$ cat config.mk
export PLATFORM = sky130hd
export DESIGN_NAME = pwr_ctl_top
export DESIGN_NICKNAME = d
export VERILOG_FILES = /design/src/rtl/pwr_pkg.sv /design/src/rtl/pwr_rst_filter.sv /design/src/rtl/pwr_clk_div.sv /design/src/rtl/pwr_mode_reg.sv /design/src/rtl/pwr_ctl_top.sv
export SDC_FILE = /design/constraint.sdc
export NUM_CORES = 1
export LEC_CHECK = 0
export ABC_AREA = 1
export BUFFER_PORTS_ARGS = -buffer_cell sky130_fd_sc_hd__buf_4
export CAP_MARGIN = 5
export CORE_AREA = 2 2 39 41
export DETAILED_ROUTE_END_ITERATION = 7
export DIE_AREA = 0 0 41 43
export PLACE_DENSITY = 0.72
export SETUP_SLACK_MARGIN = 0.4
export SLEW_MARGIN = 20
export SYNTH_ARGS = -nofsm -noshare
export SYNTH_HDL_FRONTEND = slang
export SYNTH_SLANG_ARGS = --single-unit
$ cat constraint.sdc
create_clock -name clk_osc -period 2.35 [get_ports clk_osc]
set_clock_uncertainty 0.05 [all_clocks]
set_input_delay 0.235 -clock clk_osc [delete_from_list [all_inputs] [get_ports clk_osc]]
set_output_delay 0.235 -clock clk_osc [all_outputs]
set_load 0.02 [all_outputs]
$ cat src/rtl/pwr_pkg.sv
package pwr_pkg;
    localparam int PC_IDLE = 0;
    localparam int PC_PD   = 1;

    typedef struct packed {
        logic idle;
        logic pd;
        logic wake;
    } mode_t;
endpackage

$ cat src/rtl/pwr_rst_filter.sv
module pwr_rst_filter #(
    parameter int SYNC_STAGES = 2,
    parameter int SAMPLES     = 24
) (
    input  logic clk,
    input  logic por_n,
    input  logic pin,
    output logic rst_o
);
    localparam int CW = $clog2(SAMPLES + 1);
    localparam logic [CW-1:0] FULL = CW'(SAMPLES);

    typedef struct packed {
        logic [SYNC_STAGES-1:0] sync;
        logic [CW-1:0]          cnt;
        logic                   rst;
    } st_t;

    st_t st_d, st_q;

    always_comb begin
        st_d      = st_q;
        st_d.sync = (st_q.sync << 1) | SYNC_STAGES'(pin);
        if (st_q.sync[SYNC_STAGES-1]) begin
            st_d.cnt = (st_q.cnt == FULL) ? st_q.cnt : st_q.cnt + 1'b1;
        end else begin
            st_d.cnt = '0;
        end
        st_d.rst = (st_d.cnt == FULL);
    end

    always_ff @(posedge clk or negedge por_n) begin
        if (!por_n) st_q <= '0;
        else        st_q <= st_d;
    end

    assign rst_o = st_q.rst;
endmodule

$ cat src/rtl/pwr_clk_div.sv
module pwr_clk_div #(
    parameter int DIV = 2
) (
    input  logic clk,
    input  logic por_n,
    input  logic run,
    output logic tick_o
);
    localparam int CW = (DIV > 2) ? $clog2(DIV) : 1;
    localparam logic [CW-1:0] LAST = CW'(DIV - 1);

    logic [CW-1:0] cnt_d, cnt_q;

    always_comb begin
        cnt_d = cnt_q;
        if (run) begin
            cnt_d = (cnt_q == LAST) ? '0 : cnt_q + 1'b1;
        end
    end

    always_ff @(posedge clk or negedge por_n) begin
        if (!por_n) cnt_q <= '0;
        else        cnt_q <= cnt_d;
    end

    assign tick_o = (cnt_q == LAST);
endmodule

$ cat src/rtl/pwr_mode_reg.sv
module pwr_mode_reg
    import pwr_pkg::*;
(
    input  logic       clk,
    input  logic       por_n,
    input  logic       rst_q,
    input  logic       wr_en,
    input  logic [1:0] wr_data,
    input  logic       irq_hit,
    output mode_t      mode_o
);
    mode_t mode_d, mode_q;

    always_comb begin
        mode_d      = mode_q;
        mode_d.wake = 1'b0;
        if (rst_q) begin
            mode_d.idle = 1'b0;
            mode_d.pd   = 1'b0;
        end else if (mode_q.idle) begin
            if (irq_hit) begin
                mode_d.idle = 1'b0;
                mode_d.wake = 1'b1;
            end
        end else if (!mode_q.pd && wr_en) begin
            mode_d.pd   = wr_data[PC_PD];
            mode_d.idle = wr_data[PC_IDLE] & ~wr_data[PC_PD];
        end
    end

    always_ff @(posedge clk or negedge por_n) begin
        if (!por_n) mode_q <= '0;
        else        mode_q <= mode_d;
    end

    assign mode_o = mode_q;
endmodule

$ cat src/rtl/pwr_ctl_top.sv
module pwr_ctl_top
    import pwr_pkg::*;
#(
    parameter int IRQ_N       = 8,
    parameter int OSC_PER_MC  = 12,
    parameter int RST_MC      = 2,
    parameter int SYNC_STAGES = 2,
    parameter int DIV         = 2
) (
    input  logic             clk_osc,
    input  logic             por_n,
    input  logic             rst_pin,
    input  logic             wr_en,
    input  logic [1:0]       wr_data,
    input  logic [IRQ_N-1:0] irq_req,
    input  logic [IRQ_N-1:0] irq_en,
    output logic             cpu_ce_o,
    output logic             per_ce_o,
    output logic             osc_en_o,
    output logic             sys_rst_o,
    output logic             wake_o
);
    localparam int RST_SAMPLES = OSC_PER_MC * RST_MC;

    logic  rst_q;
    logic  tick;
    logic  irq_hit;
    mode_t mode;

    assign irq_hit = |(irq_req & irq_en);

    pwr_rst_filter #(
        .SYNC_STAGES(SYNC_STAGES),
        .SAMPLES    (RST_SAMPLES)
    ) u_rst (
        .clk  (clk_osc),
        .por_n(por_n),
        .pin  (rst_pin),
        .rst_o(rst_q)
    );

    pwr_clk_div #(.DIV(DIV)) u_div (
        .clk   (clk_osc),
        .por_n (por_n),
        .run   (~mode.pd),
        .tick_o(tick)
    );

    pwr_mode_reg u_mode (
        .clk    (clk_osc),
        .por_n  (por_n),
        .rst_q  (rst_q),
        .wr_en  (wr_en),
        .wr_data(wr_data),
        .irq_hit(irq_hit),
        .mode_o (mode)
    );

    assign cpu_ce_o  = tick & ~mode.idle & ~mode.pd & ~rst_q;
    assign per_ce_o  = tick & ~mode.pd;
    assign osc_en_o  = ~mode.pd;
    assign sys_rst_o = rst_q;
    assign wake_o    = mode.wake;
endmodule

==> results of run 1 <==
## sequential cells by signal, summed over array words and instances, names as in the netlist
signal and count:
u_div.tick_o 1, u_mode.mode_o 3, u_rst.rst_o 1, u_rst.st_q 7
## stage by stage
step,hold slack [ns],std cells
2_1_floorplan,-0.1106,72
3_3_place_gp,0.03048,114
3_5_place_dp,0.03086,114
4_1_cts,0.01310,118
5_1_grt,0.1905,119
6_report,0.1946,119
## per-layer routing
layer | global-route usage | vias to the layer above | routed length, um
li1 | - | 297 | -
met1 | 0.2407 | 257 | 504
met2 | 0.2625 | 26 | 615
met3 | 0.06806 | 2 | 83
met4 | 0.08000 | 0 | 8
met5 | 0 | - | 0
## Yosys cell counts
master,count
and2_1,1
nand2_1,16
o21ai_0,2
dfrtp_1,12
a21oi_1,3
nor2_2,1
or2_1,1
nor2_1,6
ha_1,2
nand4_1,5
nand3_1,8
a21oi_2,1
nor4_1,1
inv_1,13
## critical path: stages, from the launching register on
cell,delay [ns]
dfrtp_1,0.43
nor4_1,0.29
buf_4,0.19
## cell type report
class,count,area [sq um],area share
sequential,12,300.3,0.3556
multi-input combinational,47,237.7,0.2815
timing repair buffer,28,215.2,0.2548
inverter,13,48.80,0.05778
clock buffer,3,22.52,0.02667
tap,16,20.02,0.02370
## logic make-up after synthesis
family,after synthesis
DFF,12
AOI/OAI and AO/OA,6
and+or+nand+nor,39
adders and majority gates,2
buffers and inverters,13
## power groups by stage
stage	logic, uW	clock network, uW	registers (uW)
CTS	60.7	124	222
floorplan	22.0	0	225
global placement	57.7	0	225
finish	60.7	121	222
detailed placement	59.2	0	226
global route	70.0	140	223
## worst paths after layout
path,start,endpoint,slack [ns],cells after the start
worst max-delay path,u_rst.rst_o$_DFF_PN0_,cpu_ce_o,0.90,2
worst min-delay path,wr_data[1],u_mode.mode_o[1]$_DFFE_PN0P_,0.19,3
worst max register to register,u_rst.st_q[1]$_DFF_PN0_,u_rst.rst_o$_DFF_PN0_,1.00,9
worst min register to register,u_rst.st_q[6]$_DFF_PN0_,u_rst.st_q[7]$_DFF_PN0_,0.31,0
max in group asynchronous,por_n,u_mode.mode_o[1]$_DFFE_PN0P_,1.82,2
min in group asynchronous,por_n,u_rst.st_q[3]$_DFF_PN0_,0.28,2
==> summary.md, run 1 <==
| Metric | Value |
|---|---|
| Most common cell after layout, fill and taps aside | buf_4 |
| Most frequent cells in the layout | buf_4, nand2_1, inv_1 |
| Share of cells above drive strength 1 | 0.3010 |
| DRT iter0 DRCs | 9 |
| Antenna Cells | 0 |
| Unrepaired setup endpoints after global routing | false |
| Crit path launch type | flop |
| Core area | ~1400 sq um |
| VDD IR max | 0.3081 mV |
| Hold Buf Count CTS | 1 |
| Yosys warns | 0 |
| GRT Resource Usage Total | 0.1837 |
| Max-Cap Viols | 0 |
| Final wirelength | between 1 and 1.5 mm |
| ANT nets after route | 0 |
| Post-route DRC | 0 |
| Setup slack at placement | around 1.0 ns |
| WL/cell | 10.18 um |
| Worst hold path class | in -> reg |
| Final WS setup | about 0.9 ns |
| Final Power | slightly above 400 uW |
| CTS clk-pin slew, worst paths | about 0.06 ns |
| Final Setup Violations | 0 |
| Vias in the first global route | between 500 and 600 |
| First-pass GRT wire length | around 2.2 mm |
| Design area | about 840 sq um |
| Htree depth | 1 |
| I/O pin cnt | 27 |
| Post-detail-place hpwl | 1.000 mm |
| Util after Layout | 0.6103 |
| Syn nets | between 90 and 100 |
| Slew Limit Fails | 0 |
| Initial antenna violation count | 0 |
| Starting density of the core | 0.4241 |
| Post-CTS Resized | 0 |
| Compound-Gate Fraction of Synth Area | 0.05757 |
| Final GP Congestion | about 0.75 |
| I/O Buffers | 26 |
| Sum of negative setup slack | 0 ns |
| Die Wd | between 40 and 50 um |
| Synth area leaders | dfrtp_1, nand2_1, inv_1 |
| Average size of a mapped cell | 8.150 sq um |
| Synth Instances | between 70 and 80 |
| Die Ht | approximately 43 um |
| Seq cells post-synth | 12 |
| Sw frac | 0.2340 |
| Clock Sink Count | 12 |
| WP data arrival | between 1 and 1.5 ns |
| Req. time, crit path | 2.07 ns |
| Worst-case clock buffer depth | 2 |
| 1st-pass router iterations | 4 |
| Adder-cell share of the synthesized area | 0.04264 |
| Largest family of logic cells by synthesized area | simple AND/OR/NAND/NOR gates |
| Post-synth top area cell | dfrtp_1 |
| Root Buffer | clkbuf_4 |
| Fmax | between 600 and 700 MHz |
| Status | completed |
| Die Area | roughly 1800 sq um |
| Logic pwr share | 0.150 |
| Min Clock Period, post-route | approximately 1.5 ns |
| Largest net degree at the start of global routing | 13 |
| Switching pwr | 94.58 uW |
| Skew-Pair Late Insertion Delay | roughly 0.27 ns |
| Setup crit end kind | output pin |
| Vias after detailed routing | between 500 and 600 |
| Worst-path maximum fanout | 5 |
| Clk network pwr share | 0.300 |
| LEAKAGE | 0.0004626 uW |
| CTS Buf Count | 3 |
| Synth cell types | 14 |
| Pwr Density | between 400 and 500 nW/um^2 |
| Filler cells | around 130 |
| WS Path Type | reg -> out |
| Avg Vias per Cell | around 4.9 |
| Synthesized area | about 590 sq um |
| Row cnt | 14 |
| Cell Area, Placed | 802.0 sq um |
| Relative slew slack | 0.8464 |
| Multiplexer share of the synthesized area | 0 |
| Nets | between 100 and 150 |
| Actual slew at the worst max-slew pin | approximately 0.23 ns |
| Sequential share of power | 0.550 |
| Setup Fix Bufs, Post-CTS | 0 |
| Simple logic cell fraction of the synthesized area | 0.3049 |
| Synth Area in XOR/XNOR | 0 |
| Seq/Total Area, Yosys | 0.5117 |
| Period utilization | 0.6178 |
| Total grt overflow | 0 |
| Area delta synth->final | 43.92% |
| Final Hold Fails | 0 |
| Post-synth top area share | 0.5117 |
| CTS tree | done |
| Internal | 309.6 uW |
No activity file was read; power rests on OpenSTA's default activity.
==> inputs of run 2 (changes only) <==
--- a/config.mk
+++ b/config.mk
@@ -8,10 +8,10 @@
 export ABC_AREA = 1
 export BUFFER_PORTS_ARGS = -buffer_cell sky130_fd_sc_hd__buf_4
 export CAP_MARGIN = 5
-export CORE_AREA = 2 2 39 41
+export CORE_MARGIN = 2
+export CORE_UTILIZATION = 43
 export DETAILED_ROUTE_END_ITERATION = 7
-export DIE_AREA = 0 0 41 43
-export PLACE_DENSITY = 0.72
+export PLACE_DENSITY = 0.7
 export SETUP_SLACK_MARGIN = 0.4
 export SLEW_MARGIN = 20
 export SYNTH_ARGS = -nofsm -noshare
==> constraint.sdc (replaced) <==
create_clock -name clk_osc -period 1.4 [get_ports clk_osc]
set_clock_uncertainty 0.05 [all_clocks]
set_input_delay 0.14 -clock clk_osc [delete_from_list [all_inputs] [get_ports clk_osc]]
set_output_delay 0.14 -clock clk_osc [all_outputs]
set_load 0.02 [all_outputs]
==> run 2 against run 1 <==
Final area is 21% higher. Final cell count is 8.4% higher. Clock-buffer cell count unchanged. Die area fell by 4.9%. Hold slack worse by 0.10 ns. Register-to-register slack got worse by 0.91 ns. Via count is 12% higher. Non-clock buffer count rose by 11. Worst setup slack worse by 0.86 ns. Flip-flop and latch count unchanged. Largest power group unchanged.
==> summary.md, run 2 (synthesized netlist as in run 1, its figures left out) <==
| Metric | Value |
|---|---|
| Clock Sink Count | 12 |
| Actual slew at the worst max-slew pin | between 0.2 and 0.25 ns |
| Starting density of the core | 0.4567 |
| Worst hold path class | in -> reg |
| Worst-case clock buffer depth | 2 |
| Util after Layout | 0.7955 |
| Logic pwr share | 0.215 |
| I/O pin cnt | 27 |
| CTS clk-pin slew, worst paths | roughly 0.070 ns |
| Switching pwr | around 180 uW |
| Die Area | ~1700 sq um |
| Root Buffer | clkbuf_4 |
| Max-Cap Viols | 0 |
| Slew Limit Fails | 0 |
| Worst-path maximum fanout | 2 |
| Min Clock Period, post-route | roughly 1.4 ns |
| First-pass GRT wire length | roughly 2.4 mm |
| Internal | between 500 and 600 uW |
| Sum of negative setup slack | 0 ns |
| Clk network pwr share | 0.271 |
| Crit-path max cell delay | ~0.43 ns |
| Avg Vias per Cell | 5.070 |
| Setup crit end kind | output pin |
| DRT iter0 DRCs | 18 |
| Total grt overflow | 0 |
| LEAKAGE | between 0.0005 and 0.0006 uW |
| Post-route DRC | 0 |
| Initial antenna violation count | 0 |
| Relative slew slack | 0.8473 |
| Share of cells above drive strength 1 | 0.5439 |
| I/O Buffers | 26 |
| Slowest CP cell | dfrtp_2 |
| Fmax | between 700 and 800 MHz |
| Die Ht | between 40 and 50 um |
| Status | completed |
| Antenna Cells | 0 |
| Placed insts | between 100 and 150 |
| ANT nets after route | 0 |
| Final wirelength | 1.641 mm |
| Final WS setup | between 0.04 and 0.05 ns |
| Largest net degree at the start of global routing | 13 |
| Sequential share of power | 0.514 |
| Htree depth | 1 |
| Die Wd | about 40 um |
| Final Power | ~730 uW |
| Crit path cell chain | nor4_4, buf_4 |
| Area delta synth->final | 74.20% |
| Vias in the first global route | 628 |
| VDD IR max | between 0.5 and 0.6 mV |
| WL/cell | approximately 13 um |
| Req. time, crit path | approximately 1.2 ns |
| GRT Resource Usage Total | 0.2344 |
| Core area | ~1300 sq um |
| Most flop-heavy register | u_rst.st_q |
| WP data arrival | 1.17 ns |
| Final Hold Fails | 0 |
| RR Startpoint | u_rst.st_q[2]$_DFF_PN0_ |
| Final GP Congestion | roughly 0.7 |
| Sw frac | 0.2447 |
| Most frequent cells in the layout | buf_4, nand2_1, dfrtp_1 |
| Fin cells | ~130 |
| Post-detail-place hpwl | between 1 and 1.5 mm |
| Max reg flops | 7 |
| Pwr Density | 714.6 nW/um^2 |
| Crit path launch type | flop |
| Hold Startpoint | wr_en |
| Skew-Pair Late Insertion Delay | between 0.2 and 0.3 ns |
| Final Setup Violations | 0 |
| WS Path Type | reg -> out |
| Vias after detailed routing | between 600 and 700 |
| Period utilization | 0.9705 |
| Nets | 140 |
| Unrepaired setup endpoints after global routing | true |
| Crit path from | u_rst.rst_o$_DFF_PN0_ |
| CTS Buf Count | 3 |
| Row cnt | 13 |
| 1st-pass router iterations | 4 |
| CTS tree | done |
| Setup slack at placement | approximately 0.11 ns |
| Most common cell after layout, fill and taps aside | buf_4 |
run 2: changes by cell type in the layout (fill, tap and decap cells not counted), sizes merged:
cell	previous run	this run
buf	26	37
run 2: worst max-delay path: cells and delay by family (launching register included):
family / cells / cell delay [ns]
DFF: 1 / 0.43
and+or+nand+nor: 1 / 0.29
buffers and inverters: 1 / 0.18
run 2: layer usage:
layer | wire length [um] | vias up | GRT usage
met5 | 0 | - | 0
met4 | 57 | 0 | 0.1500
met3 | 130 | 8 | 0.08696
met2 | 784 | 31 | 0.3906
met1 | 669 | 295 | 0.2441
li1 | - | 320 | -
run 2: final cells by class:
class                      instances  area, sq um
inverter                          13        48.80
fill                              85        262.8
tap                               15        18.77
sequential                        12        301.5
timing repair buffer              39        316.6
multi-input combinational         47        314.1
clock buffer                       3        22.52
run 2: path summary, 6_finish.rpt:
kind / endpoint / slack (ns) / depth (start not counted)
worst min-delay path: u_mode.mode_o[1]$_DFFE_PN0P_ / 0.09 / 3
min in group asynchronous: u_rst.st_q[5]$_DFF_PN0_ / 0.19 / 2
worst min register to register: u_rst.st_q[7]$_DFF_PN0_ / 0.30 / 0
worst max-delay path: cpu_ce_o / 0.04 / 2
max in group asynchronous: u_rst.rst_o$_DFF_PN0_ / 0.95 / 2
worst max register to register: u_rst.rst_o$_DFF_PN0_ / 0.09 / 8
run 2: power by group through the flow:
stage	Clock, uW	Sequential, uW	Combinational (uW)
5_1_grt	222	376	174
3_5_place_dp	0	379	101
4_1_cts	203	372	137
2_1_floorplan	0	379	37.0
3_3_place_gp	0	379	97.6
6_report	198	376	157
run 2: stage by stage:
| stage | cell area [sq um] | hold slack, ns |
|---|---|---|
| 4_1_cts | 977.2 | 0.08855 |
| 6_report | 1022 | 0.09062 |
| 3_3_place_gp | 820.8 | -0.06430 |
| 3_5_place_dp | 820.8 | -0.06415 |
| 5_1_grt | 1022 | 0.08445 |
| 2_1_floorplan | 606.8 | -0.2056 |
run 2: timing repair:
| action | CTS | global route |
|---|---|---|
| endpoints found under the setup margin | 9 | 11 |
| pin swaps | 6 | 5 |
| hold endpoints to repair | 13 | 0 |
| setup buffers | 9 | 2 |
| hold buffers | 2 | 0 |
| resized for setup | 16 | 8 |
